**src/rtl/pwr_seq_pkg.sv**
```systemverilog
package pwr_seq_pkg;

  localparam int ADDR_W = 8;
  localparam int STAT_W = 9;

  localparam logic [ADDR_W-1:0] OFS_UP_SEL   = 8'h0C;
  localparam logic [ADDR_W-1:0] OFS_DN_SEL   = 8'h10;
  localparam logic [ADDR_W-1:0] OFS_CMD      = 8'h44;
  localparam logic [ADDR_W-1:0] OFS_IRQ_MASK = 8'h48;
  localparam logic [ADDR_W-1:0] OFS_PWR      = 8'h80;
  localparam logic [ADDR_W-1:0] OFS_EVT      = 8'h88;
  localparam logic [ADDR_W-1:0] OFS_IRQ_STAT = 8'h8C;

  localparam logic [7:0] CODE_RESTART = 8'hFF;
  localparam logic [7:0] CODE_UP_A    = 8'h05;
  localparam logic [7:0] CODE_UP_B    = 8'h50;
  localparam logic [7:0] CODE_DN_A    = 8'h0A;
  localparam logic [7:0] CODE_DN_B    = 8'hA0;

  localparam int BIT_DONE      = 0;
  localparam int BIT_CMD_FAIL  = 2;
  localparam int BIT_BUSY_FAIL = 3;

  typedef enum logic [1:0] {
    PS_IDLE  = 2'd0,
    PS_ARMED = 2'd1,
    PS_UP1   = 2'd2,
    PS_DN1   = 2'd3
  } parse_state_e;

  typedef struct packed {
    logic wrUpSel;
    logic wrDnSel;
    logic wrMask;
    logic clrStat;
    logic clrEvt;
    logic startUp;
    logic startDown;
    logic parseFail;
    logic busyFail;
  } ctrl_strobe_t;

endpackage

```
**src/rtl/pwr_seq_ctrl.sv**
```systemverilog
module pwr_seq_ctrl
  import pwr_seq_pkg::*;
(
  input  logic                clk,
  input  logic                rstN,
  input  logic                busWrite,
  input  logic [ADDR_W-1:0]   busAddr,
  input  logic [7:0]          cmdByte,
  input  logic                busy,
  output ctrl_strobe_t        strb
);

  parse_state_e parseState, parseNext;
  logic cmdWrite;

  assign cmdWrite = busWrite && (busAddr == OFS_CMD);

  always_comb begin
    parseNext      = parseState;
    strb           = '0;
    strb.wrUpSel   = busWrite && (busAddr == OFS_UP_SEL);
    strb.wrDnSel   = busWrite && (busAddr == OFS_DN_SEL);
    strb.wrMask    = busWrite && (busAddr == OFS_IRQ_MASK);
    strb.clrStat   = busWrite && (busAddr == OFS_IRQ_STAT);
    strb.clrEvt    = busWrite && (busAddr == OFS_EVT);
    if (cmdWrite) begin
      if (cmdByte == CODE_RESTART) begin
        parseNext = PS_ARMED;
      end else begin
        parseNext = PS_IDLE;
        unique case (parseState)
          PS_ARMED: begin
            if (cmdByte == CODE_UP_A)      parseNext = PS_UP1;
            else if (cmdByte == CODE_DN_A) parseNext = PS_DN1;
            else                           strb.parseFail = 1'b1;
          end
          PS_UP1: begin
            if (cmdByte == CODE_UP_B) begin
              if (busy) strb.busyFail = 1'b1;
              else      strb.startUp  = 1'b1;
            end else begin
              strb.parseFail = 1'b1;
            end
          end
          PS_DN1: begin
            if (cmdByte == CODE_DN_B) begin
              if (busy) strb.busyFail  = 1'b1;
              else      strb.startDown = 1'b1;
            end else begin
              strb.parseFail = 1'b1;
            end
          end
          default: strb.parseFail = 1'b1;
        endcase
      end
    end
  end

  always_ff @(posedge clk or negedge rstN) begin
    if (!rstN) parseState <= PS_IDLE;
    else       parseState <= parseNext;
  end

  AST_ONE_CMD_OUTCOME: assert property (@(posedge clk) disable iff (!rstN)
    $onehot0({strb.startUp, strb.startDown, strb.parseFail, strb.busyFail}));

  AST_RESTART_ARMS: assert property (@(posedge clk) disable iff (!rstN)
    (cmdWrite && cmdByte == CODE_RESTART) |=> (parseState == PS_ARMED));

  AST_FAIL_TO_IDLE: assert property (@(posedge clk) disable iff (!rstN)
    strb.parseFail |=> (parseState == PS_IDLE));

endmodule

```
**src/rtl/pwr_seq_dpath.sv**
```systemverilog
module pwr_seq_dpath
  import pwr_seq_pkg::*;
#(
  parameter int                 NUM_DOM   = 7,
  parameter int                 LAT       = 50,
  parameter logic [NUM_DOM-1:0] RESET_PWR = 7'b0000011
) (
  input  logic                clk,
  input  logic                rstN,
  input  ctrl_strobe_t        strb,
  input  logic [ADDR_W-1:0]   busAddr,
  input  logic [31:0]         busWdata,
  output logic [31:0]         busRdata,
  output logic [NUM_DOM-1:0]  domPwr,
  output logic                busy,
  output logic                irq
);

  localparam int CNT_W = $clog2(LAT + 1);
  localparam logic [CNT_W-1:0] LAT_LOAD = CNT_W'(LAT);
  localparam logic [CNT_W-1:0] CNT_ONE  = CNT_W'(1);

  logic [NUM_DOM-1:0] upSel, dnSel, power, changeSel, flipNow, running;
  logic [STAT_W-1:0]  irqMask, irqStat, evtStat, setVec, clrStatVec, clrEvtVec;
  logic               startAny, doneNow;
  logic [CNT_W-1:0]   domCnt [NUM_DOM];

  assign startAny  = strb.startUp || strb.startDown;
  assign changeSel = strb.startUp   ? (upSel & ~power) :
                     strb.startDown ? (dnSel &  power) : '0;

  generate
    for (genvar d = 0; d < NUM_DOM; d++) begin : g_dom
      always_ff @(posedge clk or negedge rstN) begin
        if (!rstN)               domCnt[d] <= '0;
        else if (changeSel[d])   domCnt[d] <= LAT_LOAD;
        else if (domCnt[d] != 0) domCnt[d] <= domCnt[d] - CNT_ONE;
      end
      assign running[d] = (domCnt[d] != 0);
      assign flipNow[d] = (domCnt[d] == CNT_ONE);
    end
  endgenerate

  assign doneNow = busy && !(|running);

  always_ff @(posedge clk or negedge rstN) begin
    if (!rstN) begin
      busy  <= 1'b0;
      power <= RESET_PWR;
    end else begin
      power <= power ^ flipNow;
      if (startAny)     busy <= 1'b1;
      else if (doneNow) busy <= 1'b0;
    end
  end

  always_ff @(posedge clk or negedge rstN) begin
    if (!rstN) begin
      upSel   <= '0;
      dnSel   <= '0;
      irqMask <= '1;
    end else begin
      if (strb.wrUpSel) upSel   <= busWdata[NUM_DOM-1:0];
      if (strb.wrDnSel) dnSel   <= busWdata[NUM_DOM-1:0];
      if (strb.wrMask)  irqMask <= busWdata[STAT_W-1:0];
    end
  end

  always_comb begin
    setVec                = '0;
    setVec[BIT_DONE]      = doneNow;
    setVec[BIT_CMD_FAIL]  = strb.parseFail;
    setVec[BIT_BUSY_FAIL] = strb.busyFail;
  end

  assign clrStatVec = strb.clrStat ? busWdata[STAT_W-1:0] : '0;
  assign clrEvtVec  = strb.clrEvt  ? busWdata[STAT_W-1:0] : '0;

  always_ff @(posedge clk or negedge rstN) begin
    if (!rstN) begin
      irqStat <= '0;
      evtStat <= '0;
    end else begin
      irqStat <= (irqStat & ~clrStatVec) | setVec;
      evtStat <= (evtStat & ~clrEvtVec)  | setVec;
    end
  end

  assign irq    = |(irqStat & ~irqMask);
  assign domPwr = power;

  always_comb begin
    busRdata = '0;
    unique case (busAddr)
      OFS_UP_SEL:   busRdata[NUM_DOM-1:0] = upSel;
      OFS_DN_SEL:   busRdata[NUM_DOM-1:0] = dnSel;
      OFS_IRQ_MASK: busRdata[STAT_W-1:0]  = irqMask;
      OFS_PWR:      busRdata[NUM_DOM-1:0] = power;
      OFS_EVT:      busRdata[STAT_W-1:0]  = evtStat;
      OFS_IRQ_STAT: busRdata[STAT_W-1:0]  = irqStat;
      default:      busRdata = '0;
    endcase
  end

  AST_POWER_ONLY_WHEN_BUSY: assert property (@(posedge clk) disable iff (!rstN)
    !busy |=> $stable(power));

  AST_START_SETS_BUSY: assert property (@(posedge clk) disable iff (!rstN)
    startAny |=> busy);

  AST_REJECT_ONLY_BUSY: assert property (@(posedge clk) disable iff (!rstN)
    strb.busyFail |-> busy);

  AST_DONE_IN_BOTH: assert property (@(posedge clk) disable iff (!rstN)
    $rose(irqStat[BIT_DONE]) |-> evtStat[BIT_DONE]);

  AST_IRQ_HELD: assert property (@(posedge clk) disable iff (!rstN)
    (irq && !strb.clrStat && !strb.wrMask) |=> irq);

endmodule

```
**src/rtl/pwr_seq_top.sv**
```systemverilog
module pwr_seq_top
  import pwr_seq_pkg::*;
#(
  parameter int                 NUM_DOM   = 7,
  parameter int                 LAT       = 50,
  parameter logic [NUM_DOM-1:0] RESET_PWR = 7'b0000011
) (
  input  logic                clk,
  input  logic                rstN,
  input  logic                busWrite,
  input  logic [7:0]          busAddr,
  input  logic [31:0]         busWdata,
  output logic [31:0]         busRdata,
  output logic [NUM_DOM-1:0]  domPwr,
  output logic                irq
);

  ctrl_strobe_t strb;
  logic         busy;

  pwr_seq_ctrl u_ctrl (
    .clk     (clk),
    .rstN    (rstN),
    .busWrite(busWrite),
    .busAddr (busAddr),
    .cmdByte (busWdata[7:0]),
    .busy    (busy),
    .strb    (strb)
  );

  pwr_seq_dpath #(
    .NUM_DOM  (NUM_DOM),
    .LAT      (LAT),
    .RESET_PWR(RESET_PWR)
  ) u_dpath (
    .clk     (clk),
    .rstN    (rstN),
    .strb    (strb),
    .busAddr (busAddr),
    .busWdata(busWdata),
    .busRdata(busRdata),
    .domPwr  (domPwr),
    .busy    (busy),
    .irq     (irq)
  );

endmodule

```
**config.mk**
```make
export PLATFORM = sky130hd
export DESIGN_NAME = pwr_seq_top
export DESIGN_NICKNAME = d
export VERILOG_FILES = /design/src/rtl/pwr_seq_pkg.sv /design/src/rtl/pwr_seq_ctrl.sv /design/src/rtl/pwr_seq_dpath.sv /design/src/rtl/pwr_seq_top.sv
export SDC_FILE = /design/constraint.sdc
export NUM_CORES = 1
export LEC_CHECK = 0
export BUFFER_PORTS_ARGS = -buffer_cell sky130_fd_sc_hd__buf_2
export CAP_MARGIN = 20
export CORE_MARGIN = 2
export CORE_UTILIZATION = 35
export DETAILED_ROUTE_END_ITERATION = 6
export HOLD_SLACK_MARGIN = 0.08
export PLACE_DENSITY = 0.58
export SYNTH_ARGS = -nofsm -noshare
export SYNTH_HDL_FRONTEND = slang
export SYNTH_SLANG_ARGS = --single-unit
```
**constraint.sdc**
```tcl
create_clock -name clk -period 2.9 [get_ports clk]
set_input_delay 0.435 -clock clk [delete_from_list [all_inputs] [get_ports clk]]
set_output_delay 0.435 -clock clk [all_outputs]
set_load 0.02 [all_outputs]
```
## Word level (Yosys, flattened, before mapping)

Index checks and enable logic that the tools add are counted.
Widths: inputs -> output; s select.

- Bits in registers: 93

- Eq/ne operators: 22
- Mux-type cells: 42
- Bitwise logic cells: 12
- Add/sub/neg operators: 7
- Reductions and logical operators: 26

Operators by type and width:

| kind | count |
|---|---|
| $mux 6 | 14 |
| $eq 6x1->1 const B | 7 |
| $pmux 7 s6 | 1 |
| $reduce_bool 6->1 | 7 |
| $sub 6x1->6 const B | 7 |
| $eq 8x8->1 const B | 5 |
| $and 9x9->9 | 3 |
| $not 9->9 | 3 |
| $eq 8x7->1 const B | 3 |
| $mux 9 | 2 |
| $or 9x4->9 | 2 |
| $eq 8x4->1 const B | 2 |
| $reduce_bool 2->1 | 8 |
| $and 7x7->7 | 2 |
| $mux 1 | 14 |
| $mux 7 | 2 |
| $reduce_or 9->1 | 1 |
| $eq 8x3->1 const B | 1 |
| $eq 8x5->1 const B | 1 |
| $mux 2 | 4 |
| $mux 4 | 2 |
| $logic_and 1x1->1 | 7 |
| $not 7->7 | 1 |
| $reduce_or 7->1 | 1 |
| 8 further kinds | 9 |

## Depth between registers and ports, before layout

- Depth after elaboration: 9
- Gate-level depth with buffers: 6

## Modules after synthesis

Synthesis repeated with hierarchy kept, for this count alone.

- Cell total of the unflattened synthesis: 511
- Area, all modules: 5273.8 um^2

By module, submodules not included:

| module | cells each | instances | area each (um^2) | sequential area each (um^2) |
|---|---|---|---|---|
| pwr_seq_dpath | 474 | 1 | 4944.7 | 2290.9 |
| pwr_seq_ctrl | 37 | 1 | 329.1 | 50.0 |

## Worst setup path before layout

No wires, ideal clock.

- Path type: input port to output port
- Start: input port busAddr[5]
- End: output port busRdata[7]
- Arrival: 2010 ps
- Slack: 455 ps
- Stages on the path: 5
- Data required time: 2465 ps
- Path through: or4_4 -> buf_6 -> nor2_1 -> nand2_1 -> o21ai_0

- Longest elaborated chain between the ends: 2
- Elaborated cells between the ends (all ways): 4
- Those cells by class: 3 x eq/ne; 1 x mux

Ends and longest elaborated chain:

| what | RTL line | source |
|---|---|---|
| start: declaration | pwr_seq_top.sv:11 | `input logic [7:0] busAddr,` |
| $eq 8x8->1 / $eq 8x7->1 (equally long branches) | pwr_seq_dpath.sv:94 | `unique case (busAddr)` |
| $pmux 2 s3 (*) | pwr_seq_dpath.sv:94 |  |
| end: declaration | pwr_seq_top.sv:13 | `output logic [31:0] busRdata,` |

Every way passes the cells marked *; elsewhere a longest branch is shown, timed or not.

## Worst setup path in the final report

- Start: input port busAddr[5]
- End: output port busRdata[2]

- Longest elaborated chain between the ends: 2
- Elaborated cells between the ends (all ways): 7
- Those cells by class: 6 x eq/ne; 1 x mux

Ends and longest elaborated chain:

| what | RTL line |
|---|---|
| $eq 8x8->1, or another cell as far along | pwr_seq_dpath.sv:94 |
| $pmux 7 s6 (*) | pwr_seq_dpath.sv:94 |

Marked as above.

==> run_results.csv <==
group,metric,value,unit
timing,min_period_over_period,87.3,%
worst_setup_path,rrSetupSlack,0.70,ns
timing,hold_viol_final,0,
timing,clock-skew-final,0.00809,ns
timing,rsz0062_at_grt,"no",
yosys,synth_flop_cell,"dfrtp_1",
yosys,synth_edf_count,0,
yosys,synthCells,507,
worst_setup_path,path_cells,"buf_2, or4_4, nor4_4, buf_4, a222oi_1, nand2_1, buf_2",
yosys,synth-seq-cells,93,
pwr,switching_power,662,uW
clock_network,cts_buffer_depth,2,
route,route.detailed.drc,0,
timing,period_minus_slack,2.53,ns
final_layout,antennaDiodeCount,0,
worst_setup_path,worstPathArrival,2.10,ns
timing,report.final.slew_viol_count,0,
placed_design,io_buffers,36,
timing,setup_tns,0,ns
worst_setup_path,r2r_end,"u_dpath.busy$_DFFE_PN0P_",
route,ant_nets,0,
floorplan,rows,45,
pwr,p_int,2.11,mW
yosys,synth_sequential_area_ratio,44.0,%
clock_network,tritoncts,"yes",
global_routing,grtUsageTotal,15.0,%
floorplan,die_width,127,um
yosys,yosysMostFrequentCell,"dfrtp_1",
worst_setup_path,slowest_delay,0.59,ns
outcome,status,"finished, final reports clean",
clock_network,cts-resized-gates,0,
worst_setup_path,startpoint,"busAddr[5]",
global_routing,antenna_found_initial,0,
route,vias,3884,
yosys,synth_top_area_cell,"dfrtp_1",
pwr,netSwitchingFraction,23.9,%
route,firstDrtPassIters,4,
route,wl,11800,um
pwr,power_density,459,nW/um^2
clock_network,postCtsSetupBuffers,0,
placed_design,dpl-instance-area,5730,um^2
clock_network,cts_buffers,9,
clock_network,clock-sinks,93,
yosys,yosysWarnings,0,
route,vias_per_cell,5.18,
final_layout,postLayoutCellArea,6040,um^2
global_routing,grt-ovfl-total,0,
yosys,synth.area.top_cells,"dfrtp_1 39%, dfstp_2 5.4%, ha_1 4.9%",
placed_design,gp_congestion,0.815,
clock_network,cts_hold_buf,0,
global_routing,grt_pass1_vias,3876,
pwr,comb_power_share,6.9,%
yosys,synth-async-reset-ratio,100,%
pwr,ir_worst_vdd,0.285,mV
route,wl_per_cell,15.7,um
pwr,pwr-share-clk,43.8,%
worst_setup_path,cpMostUsedCell,"buf_2",
worst_setup_path,ff2ff_path_depth,6,
floorplan,io_pins,83,
timing,fmax,0.395,GHz
worst_setup_path,end_kind,"output pin",
pwr,power_frac_seq,49.3,%
placed_design,dp.final_hpwl,8730,um
worst_setup_path,crit_path_start_kind,"primary input",
yosys,synth.cell_area,5320,um^2
clock_network,clock_latency,0.34,ns
floorplan,fp.dieArea,16200,um^2
final_layout,syn2layout_area_growth,13.4,%
timing,worst_pin_slew,0.604,ns
clock_network,path_clk_slew,0.06,ns
clock_network,htreeDepth,3,
flow_run,maxCapViolCount,0,
final_layout,fin_nets,621,
yosys,synth_area_per_cell,10.5,um^2
global_routing,grt_pass1_wl,19600,um
route,drtIter0Drc,254,
global_routing,grt_start_max_net_pins,54,
worst_setup_path,r2r_start,"u_dpath.domCnt[19]$_DFFE_PN0P_",
floorplan,initial_core_util,35.4,%
final_layout,drive_gt1_share,22.4,%
worst_setup_path,cp-endpoint,"busRdata[2]",
timing,relSlewSlack,59.4,%
yosys,synth_top_cells_by_count,"82 x dfrtp_1, 56 x nand2_1, 36 x nor2_1",
min_path,hold_class,"primary input to async pin",
worst_setup_path,critPathSlowestCell,"or4_4",
pwr,p_leak,2.88,nW
timing,setup-violations-final,0,
yosys,synth_top_area_share,38.6,%
clock_network,root_buffer,"clkbuf_16",
worst_setup_path,required,2.47,ns
worst_setup_path,worstSetupPathType,"primary input to output pin",
worst_setup_path,critPathMaxFanout,7,
floorplan,die_h,127,um
floorplan,core,15000,um^2
final_layout,fill_cells,1426,
yosys,ys_types,61,
power groups by stage:
| stage | registers (mW) | clock network, mW | logic, mW |
|---|---|---|---|
| global placement | 1.39 | 0 | 0.193 |
| CTS | 1.37 | 1.25 | 0.196 |
| floorplan | 1.39 | 0 | 0.131 |
| global route | 1.37 | 1.31 | 0.213 |
| finish | 1.37 | 1.21 | 0.192 |
| detailed placement | 1.39 | 0 | 0.195 |
cell families after synthesis:
logic type	share of synthesized area (%)
multiplexers	7.31
AO/OA/AOI/OAI	13.1
AND/OR/NAND/NOR	18.3
buffers and inverters	6.49
adder cells (fa/ha/maj)	4.94
XOR/XNOR	5.76
other	0.0705
flip-flops	44.0
how the worst min path moves through the flow:
stage	start	to	slack [ns]	cells after the start
after floorplan	rstN	u_ctrl.parseState[0]$_DFFE_PN0P_	0.14	0
final	rstN	u_dpath.domCnt[35]$_DFFE_PN0P_	0.08	1
after global routing	rstN	u_dpath.domCnt[34]$_DFFE_PN0P_	0.12	1
after detailed placement	rstN	u_dpath.domCnt[32]$_DFFE_PN0P_	0.47	1
after global placement	rstN	u_dpath.domPwr[5]$_DFF_PN0_	0.46	1
after CTS	rstN	u_dpath.domCnt[35]$_DFFE_PN0P_	0.1	1
cell usage in the layout (no fill, tap or decap), drive strengths merged, types with 3 or more instances in the layout:
master / count
or3: 7
dfstp: 11
buf: 55
inv: 25
dfrtp: 82
nand3: 8
o21ai: 8
nor3: 18
or4b: 5
a21boi: 10
nand4: 8
o2111ai: 3
mux2: 23
clkbuf: 11
nor4: 8
ha: 21
nor4b: 3
a21oi: 9
nand2: 56
conb: 23
mux2i: 13
or2: 3
and3: 3
nor2: 36
a21o: 10
a222oi: 8
or4: 4
a2111oi: 5
nor3b: 5
xor2: 13
and2: 5
xnor2: 22
o2bb2ai: 7
state kept, by name, indices dropped and copies added (netlist names):
name and flops:
u_dpath.irqMask 9, u_dpath.upSel 7, u_dpath.irqStat 9, u_dpath.domCnt 42
u_dpath.dnSel 7, u_ctrl.parseState 2, u_dpath.busy 1, u_dpath.domPwr 7
u_dpath.evtStat 9
through the flow:
step,hold slack (ns),setup slack [ns],power (mW),cells,utilization [%]
floorplan,0.139,0.455,1.52,529,-
global route,0.119,0.330,2.89,750,40.2
finish,0.0786,0.369,2.77,750,40.2
global placement,0.460,0.307,1.58,734,38.1
CTS,0.0984,0.368,2.82,750,40.2
detailed placement,0.467,0.288,1.59,734,38.1
cell type report:
type / count / area, um^2 / share of cell area, %
Tap cell: 188 / 235 / 3.90
Multi-Input combinational cell: 373 / 2720 / 45.0
Clock inverter: 5 / 58.8 / 0.974
Clock buffer: 11 / 253 / 4.19
Sequential cell: 93 / 2340 / 38.8
Inverter: 25 / 93.8 / 1.55
Timing Repair Buffer: 55 / 338 / 5.60
routing by layer:
layer  routed length (um)  track usage (%)
met3                  466             2.22
met2                 5830             26.2
met4                  197             4.46
met1                 5290             19.2
met5                    0                0
critical path, delay by kind of cell:
kind | cells | cell delay (ns)
buffers and inverters | 3 | 0.46
and+or+nand+nor | 3 | 1.08
AOI/OAI and AO/OA | 1 | 0.10
Power figures use the tool's default switching activity.
